## config.mk

```make
export PLATFORM = sky130hd
export DESIGN_NAME = rx_poll_ctrl
export DESIGN_NICKNAME = d
export VERILOG_FILES = /design/src/rtl/rx_poll_pkg.sv /design/src/rtl/rx_poll_cfg.sv /design/src/rtl/rx_poll_timer.sv /design/src/rtl/rx_poll_fsm.sv /design/src/rtl/rx_poll_ctrl.sv
export SDC_FILE = /design/constraint.sdc
export NUM_CORES = 1
export LEC_CHECK = 0
export BUFFER_PORTS_ARGS = -buffer_cell sky130_fd_sc_hd__buf_2
export CAP_MARGIN = 20
export CORE_UTILIZATION = 45
export DETAILED_ROUTE_END_ITERATION = 8
export SLEW_MARGIN = 25
export SYNTH_ARGS = -nofsm -noshare
export SYNTH_HDL_FRONTEND = slang
export SYNTH_HIERARCHICAL = 1
export SYNTH_SLANG_ARGS = --single-unit
```

## constraint.sdc

```tcl
create_clock -name clk -period 3.4 [get_ports clk]
set_input_delay 0.17 -clock clk [delete_from_list [all_inputs] [get_ports clk]]
set_output_delay 0.17 -clock clk [all_outputs]
set_load 0.01 [all_outputs]
```

## src/rtl/rx_poll_pkg.sv

```systemverilog
package rx_poll_pkg;

    typedef enum logic [1:0] {
        PH_SLEEP = 2'd0,
        PH_START = 2'd1,
        PH_CHECK = 2'd2,
        PH_RECV  = 2'd3
    } phase_e;

    typedef struct packed {
        logic [4:0] word;
        logic       x_std;
        logic       x_tmp;
    } poll_cfg_t;

    localparam logic [4:0]  SLEEP_FOREVER = 5'h1F;
    localparam int unsigned EXT_MULT      = 8;

    function automatic int unsigned sleep_len(input logic [4:0] w,
                                              input logic ext,
                                              input int unsigned unit);
        int unsigned f;
        f = ext ? EXT_MULT : 1;
        return 32'(w) * f * unit;
    endfunction

endpackage

```

## src/rtl/rx_poll_cfg.sv

```systemverilog
module rx_poll_cfg
    import rx_poll_pkg::*;
#(
    parameter logic [4:0] RST_WORD = 5'd11
) (
    input  logic      clk,
    input  logic      rst,
    input  logic      we,
    input  poll_cfg_t wr,
    input  logic      tmp_clr,
    output poll_cfg_t cfg_nxt
);
    poll_cfg_t cfg_q;

    always_comb begin
        cfg_nxt = cfg_q;
        if (tmp_clr) cfg_nxt.x_tmp = 1'b0;
        if (we)      cfg_nxt = wr;
    end

    always_ff @(posedge clk) begin
        if (rst) begin
            cfg_q.word  <= RST_WORD;
            cfg_q.x_std <= 1'b0;
            cfg_q.x_tmp <= 1'b0;
        end else begin
            cfg_q <= cfg_nxt;
        end
    end
endmodule

```

## src/rtl/rx_poll_timer.sv

```systemverilog
module rx_poll_timer #(
    parameter int unsigned    W       = 8,
    parameter logic [W-1:0]   RST_VAL = '0
) (
    input  logic         clk,
    input  logic         rst,
    input  logic         load,
    input  logic [W-1:0] load_val,
    input  logic         run,
    output logic         expired
);
    logic [W-1:0] cnt;

    assign expired = (cnt <= W'(1));

    always_ff @(posedge clk) begin
        if (rst)                       cnt <= RST_VAL;
        else if (load)                 cnt <= load_val;
        else if (run && cnt != '0)     cnt <= cnt - W'(1);
    end
endmodule

```

## src/rtl/rx_poll_fsm.sv

```systemverilog
module rx_poll_fsm
    import rx_poll_pkg::*;
(
    input  logic   clk,
    input  logic   rst,
    input  logic   sleep_done,
    input  logic   start_done,
    input  logic   perm_q,
    input  logic   wake_perm,
    input  logic   bc_fail,
    input  logic   bc_valid,
    input  logic   host_ack,
    output phase_e phase,
    output logic   enter_sleep,
    output logic   enter_start,
    output logic   tmp_clr
);
    phase_e nxt;

    always_comb begin
        nxt     = phase;
        tmp_clr = 1'b0;
        unique case (phase)
            PH_SLEEP: begin
                if (perm_q) begin
                    if (wake_perm) nxt = PH_START;
                end else if (sleep_done) begin
                    nxt = PH_START;
                end
            end
            PH_START: if (start_done) nxt = PH_CHECK;
            PH_CHECK: begin
                if (bc_valid) begin
                    nxt = PH_RECV;
                end else if (bc_fail) begin
                    nxt     = PH_SLEEP;
                    tmp_clr = 1'b1;
                end
            end
            PH_RECV:  if (host_ack) nxt = PH_SLEEP;
            default:  nxt = PH_SLEEP;
        endcase
        enter_sleep = (nxt == PH_SLEEP) && (phase != PH_SLEEP);
        enter_start = (nxt == PH_START) && (phase != PH_START);
    end

    always_ff @(posedge clk) begin
        if (rst) phase <= PH_SLEEP;
        else     phase <= nxt;
    end
endmodule

```

## src/rtl/rx_poll_ctrl.sv

```systemverilog
module rx_poll_ctrl
    import rx_poll_pkg::*;
#(
    parameter int unsigned TICK_UNIT      = 1024,
    parameter int unsigned STARTUP_CYCLES = 16,
    parameter logic [4:0]  RST_SLEEP      = 5'd11
) (
    input  logic       clk,
    input  logic       rst,
    input  logic       cfg_we,
    input  logic [4:0] cfg_sleep,
    input  logic       cfg_xstd,
    input  logic       cfg_xtmp,
    input  logic       bc_pass,
    input  logic       bc_fail,
    input  logic       bc_valid,
    input  logic       host_ack,
    output logic       proc_en,
    output logic       wake_o,
    output logic [1:0] phase_o
);
    localparam int unsigned SLEEP_MAX = 31 * EXT_MULT * TICK_UNIT;
    localparam int unsigned TW        = $clog2(SLEEP_MAX + 1);
    localparam int unsigned SW        = $clog2(STARTUP_CYCLES + 1);
    localparam logic [TW-1:0] SLEEP_RST_LEN = TW'(sleep_len(RST_SLEEP, 1'b0, TICK_UNIT));
    localparam logic [SW-1:0] START_LEN     = SW'(STARTUP_CYCLES);

    poll_cfg_t     wr_cfg, cfg_nxt;
    phase_e        phase;
    logic          enter_sleep, enter_start, tmp_clr;
    logic          sleep_done, start_done;
    logic          perm_q, wake_perm;
    logic [TW-1:0] sleep_load;
    logic          unused_pass;

    assign unused_pass  = bc_pass;   // a pass keeps the check running: no action
    assign wr_cfg.word  = cfg_sleep;
    assign wr_cfg.x_std = cfg_xstd;
    assign wr_cfg.x_tmp = cfg_xtmp;
    assign wake_perm    = cfg_we && (cfg_sleep != SLEEP_FOREVER);
    assign sleep_load   = TW'(sleep_len(cfg_nxt.word, cfg_nxt.x_std | cfg_nxt.x_tmp, TICK_UNIT));

    rx_poll_cfg #(.RST_WORD(RST_SLEEP)) u_cfg (
        .clk     (clk),
        .rst     (rst),
        .we      (cfg_we),
        .wr      (wr_cfg),
        .tmp_clr (tmp_clr),
        .cfg_nxt (cfg_nxt)
    );

    rx_poll_timer #(.W(TW), .RST_VAL(SLEEP_RST_LEN)) u_sleep_tmr (
        .clk      (clk),
        .rst      (rst),
        .load     (enter_sleep),
        .load_val (sleep_load),
        .run      (phase == PH_SLEEP),
        .expired  (sleep_done)
    );

    rx_poll_timer #(.W(SW), .RST_VAL(START_LEN)) u_start_tmr (
        .clk      (clk),
        .rst      (rst),
        .load     (enter_start),
        .load_val (START_LEN),
        .run      (phase == PH_START),
        .expired  (start_done)
    );

    rx_poll_fsm u_fsm (
        .clk         (clk),
        .rst         (rst),
        .sleep_done  (sleep_done),
        .start_done  (start_done),
        .perm_q      (perm_q),
        .wake_perm   (wake_perm),
        .bc_fail     (bc_fail),
        .bc_valid    (bc_valid),
        .host_ack    (host_ack),
        .phase       (phase),
        .enter_sleep (enter_sleep),
        .enter_start (enter_start),
        .tmp_clr     (tmp_clr)
    );

    // permanent-sleep flag is sampled when a sleep is entered
    always_ff @(posedge clk) begin
        if (rst)              perm_q <= (RST_SLEEP == SLEEP_FOREVER);
        else if (enter_sleep) perm_q <= (cfg_nxt.word == SLEEP_FOREVER);
        else if (enter_start) perm_q <= 1'b0;
    end

    assign proc_en = (phase != PH_SLEEP);
    assign wake_o  = (phase == PH_RECV);
    assign phase_o = phase;
endmodule

```

# Yosys cells after proc, flatten, opt, wreduce, memory -nomap -nowiden
# Index checks and enable logic that the tools add are counted.
# totals
output_inout_bits,4
in_bits,14
reg_bits,33
elab_cells,53
# op_classes
bitwise_logic,1
eq_ne,7
n_mux,18
reduce_logical,14
n_lt_le_gt_ge,2
addsub,2
n_mul,1
# op_table
op,n
$mux 18,2
$le 18x1->1 const B,1
$reduce_bool 18->1,1
$sub 18x1->18 const B,1
$mux 2,7
$mul 5x4->8,1
$pmux 2 s4,1
$mux 7,1
$mux 1,6
$reduce_bool 2->1,3
$eq 5x5->1 const B,1
$le 5x1->1 const B,1
$logic_and 1x1->1,5
$ne 5x5->1 const B,1
$reduce_bool 5->1,1
$sub 5x1->5 const B,1
$eq 2x1->1 const B,2
$eq 2x2->1 const B,2
$logic_not 2->1,2
$mux 4,1
$reduce_or 2->1,2
$ne 2x1->1 const B,1
$or 1x1->1,1

# Logic depth before layout (Yosys ltp)
# logic_depth
ltp_word,9
depth_mapped,12

# Modules after synthesis
# The synthesis kept the hierarchy.
# modules_own_cells
mod,cells_each,area_per_inst_um2,instances
rx_poll_timer at u_sleep_tmr,140,1126.1,1
rx_poll_timer at u_start_tmr,40,332.8,1
rx_poll_cfg,25,295.3,1
rx_poll_ctrl,34,240.2,1
rx_poll_fsm,19,176.4,1

# Worst setup path after synthesis
# Ideal clock, no wire load.
# synth_path
path_kind,reg-to-reg
startpoint,register u_sleep_tmr.cnt[11]
endpoint,register u_start_tmr.cnt[1]
setup_slack_ps,458
required_time_ps,3278
arrival_time_ps,2820
setup_time_ps,122
path_stages_with_launch,10
path_cell_list,dfxtp_1 -> or4_1 -> nor3b_2 -> o211a_1 -> nor2b_1 -> a2111oi_1 -> nor4_1 -> buf_1 -> nor3_1 -> a311o_1
# synth_between
elab_chain_cells,7
# synth_rtl
element,line,source
from (decl),rx_poll_timer.sv:12,logic [W-1:0] cnt;
from (signal assigned),rx_poll_timer.sv:18,else if (load) cnt <= load_val;
from (signal assigned),rx_poll_timer.sv:19,else if (run && cnt != '0) cnt <= cnt - W'(1);
$le 18x1->1,rx_poll_timer.sv:14,assign expired = (cnt <= W'(1));
net sleep_done,rx_poll_ctrl.sv:31,"logic sleep_done, start_done;"
$mux 2,rx_poll_fsm.sv:27,end else if (sleep_done) begin
$mux 2,rx_poll_fsm.sv:25,if (perm_q) begin
$pmux 2 s4,rx_poll_fsm.sv:23,unique case (phase)
$eq 2x1->1,rx_poll_fsm.sv:44,enter_start = (nxt == PH_START) && (phase != PH_START);
$logic_and 1x1->1,rx_poll_fsm.sv:44,
net enter_start,rx_poll_ctrl.sv:30,"logic enter_sleep, enter_start, tmp_clr;"
$reduce_or 2->1 (no line),n/a,
to (signal assigned),rx_poll_timer.sv:18,
to (signal assigned),rx_poll_timer.sv:19,
to (decl),rx_poll_timer.sv:12,
# The timed path passes the listed nets, and every way through them passes these cells.
# A chain may end at the register's enable or synchronous reset.

# Final worst setup path
# Ends and elaborated chain as after synthesis.

==> run summary <==
IO Pins -> 18
Diode count -> 0
Setup TNS -> 0 ns
Yosys warning total -> 6
Grt total ovfl -> 0
Run status -> finished, final reports clean
Crit-path leading delay family -> simple AND/OR/NAND/NOR gates
Slew headroom -> 0.492
Placed cell area -> 2380 um^2
CTS Hold Buffers Added -> 0
Final Cycle Share -> 0.846
Worst Path Class, Setup -> reg2reg
H-tree levels -> 2
Peak supply drop -> 0.226 mV
Initial antenna violation count -> 0
Vias -> 1914
Max stage delay on crit path -> 0.67 ns
Main flop type after synthesis -> dfxtp_1
Share of cells above drive strength 1 -> 0.175
Post-layout net count -> 312
Initial Util -> 0.482
Sequential Area -> 661 um^2
Static Leak -> 0.960 nW
Hold Crit Class -> in2reg
Worst Setup End Kind -> register
Pwr Density -> 443 nW/um^2
Die area -> 5110 um^2
CP Max Fanout -> 7
RSZ-0062 raised after global routing -> false
Area of the multi-input gates -> 1480 um^2
# rows -> 24
Port Buf Inserts -> 16
Resized Gates After CTS -> 0
Post-synthesis sequential area ratio -> 0.304
Routed Antenna Nets -> 0
Detailed placer's ending HPWL -> 3.27 mm
Final WL -> 4.62 mm
Total track usage -> 0.200
Hold slack -> 0.161 ns
CTS tree -> built
Reg clk slew, reported paths -> 0.07 ns
Yosys cell types -> 57
Pre-antenna DRT Iters -> 4
#FFs+latches synth -> 33
Final core occ -> 0.553
Crit path cell chain -> or4_1 -> nor3b_2 -> o211a_1 -> nor2b_1 -> a2111oi_1 -> nor4_2 -> buf_4 -> nor3_1 -> a311o_1
Overall power -> 1.10 mW
Final Wtd Congestion -> 0.757
Max-slew violations -> 0
Pin count of the biggest net entering global routing -> 43
Category of the worst setup path launch point -> register
CP max stage cell -> or4_1
Post-Syn Instances -> 258
Die Span X -> 71.5 um
Post-Syn Area -> 2170 um^2
Worst Slack Setup Final -> 0.524 ns
Vias in the first global route -> 1827
First-pass GRT wire length -> 8.07 mm
Root Driver -> clkbuf_8
Finished Cell Area -> 2490 um^2
Final period demand of the worst path -> 2.88 ns
Drt first-iter violations -> 99
Most frequent cells in the layout -> dfxtp_1, nor2_1, conb_1
Clk buf depth -> 2
Vias per inst -> 5.56
Filler cells -> 456
Async set-reset flop share out of synthesis -> 0
Area Growth Syn to Fin -> 14.8%
Max-capacitance violation count -> 0
DR DRC count -> 0
Max Fclk -> 0.348 GHz
EDFF count, synth -> 0
Worst EP required -> 3.57 ns
CP Buf/Inv Count -> 1
Core ar. -> 4500 um^2
Final hold vios -> 0
Worst-Skew Late Latency -> 0.29 ns
Post-CTS Repair Setup Buffers -> 0
Syn Area/Cell -> 8.41 um^2
Final cell count without fillers -> 344
DP Cell Count -> 336
Die Y -> 71.5 um
Worst-margin pin slew -> 0.762 ns
WP data arrival -> 3.05 ns
Number of CTS-inserted buffers -> 5
Worst Skew -> 0.00381 ns
Post-Place Worst Slack -> 0.496 ns
Commonest non-fill, non-tap cell in the layout -> dfxtp_1
Sink Count -> 33
Final Setup Violations -> 0
Drt wl/cell -> 13.4 um
==> final cells by class <==
type                    count  area share
multi-input cells         215       0.592
flip-flops and latches     33       0.265
repair buffers             21      0.0472
clock buffers               7      0.0346
well taps                  52      0.0261
inverters                  15      0.0226
clock inverters             1      0.0120
==> worst reg2reg max path: cells and delay by family (launching register included) <==
| kind | cells | cell delay [ns] |
|---|---|---|
| flip-flops | 1 | 0.35 |
| AND/OR/NAND/NOR | 5 | 1.53 |
| AO/OA/AOI/OAI | 3 | 0.64 |
| buffers and inverters | 1 | 0.25 |
==> registers in the layout, indices dropped and copies added (netlist names) <==
signal	flops
u_fsm/phase	2
perm_q	1
u_sleep_tmr/cnt	18
u_start_tmr/cnt	5
u_cfg/cfg_q	7
==> where the power goes <==
part | internal, mW | total, mW | leakage, nW | switching [mW]
clock | 0.239 | 0.388 | 0.0585 | 0.149
combinational | 0.122 | 0.258 | 0.632 | 0.135
sequential | 0.419 | 0.458 | 0.270 | 0.0390
==> logic make-up after synthesis <==
group                    share of synthesized area
AND/OR/NAND/NOR                              0.294
multiplexers                                0.0536
AO/OA/AOI/OAI                                0.220
buffers and inverters                       0.0484
other                                      0.00346
adder cells (fa/ha/maj)                     0.0438
flip-flops                                   0.304
XOR/XNOR                                    0.0323
==> path summary, 6_finish.rpt <==
check                            from                  to  slack (ns)  depth (start not counted)
setup / recovery  u_sleep_tmr/cnt[11]  u_start_tmr/cnt[1]        0.52                          9
hold / removal               cfg_xtmp      u_cfg/cfg_q[0]        0.16                          3
setup reg to reg  u_sleep_tmr/cnt[11]  u_start_tmr/cnt[1]        0.52                          9
hold reg to reg        u_cfg/cfg_q[0]      u_cfg/cfg_q[0]        0.50                          2
==> per-layer routing <==
layer  GRT usage  part of all wire  vias to the layer above  routed length, um
met1       0.254              0.52                      883               2390
met4      0.0675             0.010                        0                 46
li1            -                 -                     1007                  -
met5           0                 0                        -                  0
met3      0.0422             0.022                        5                102
met2       0.339              0.45                       19               2080
==> synthesized netlist by cell type (5+ instances only) <==
cell type	n	area share
nor3_1	15	0.035
clkbuf_1	8	0.014
mux2_2	5	0.026
ha_1	6	0.035
nor4_1	7	0.020
xnor2_1	7	0.028
and2_1	6	0.017
o21ai_0	10	0.023
a211oi_1	9	0.031
nor2_1	18	0.031
inv_1	15	0.026
dfxtp_1	33	0.30
nand2_1	14	0.024
nor2b_1	9	0.026
or3_1	5	0.014
a21oi_1	16	0.037
(Power assumes the default switching activity.)
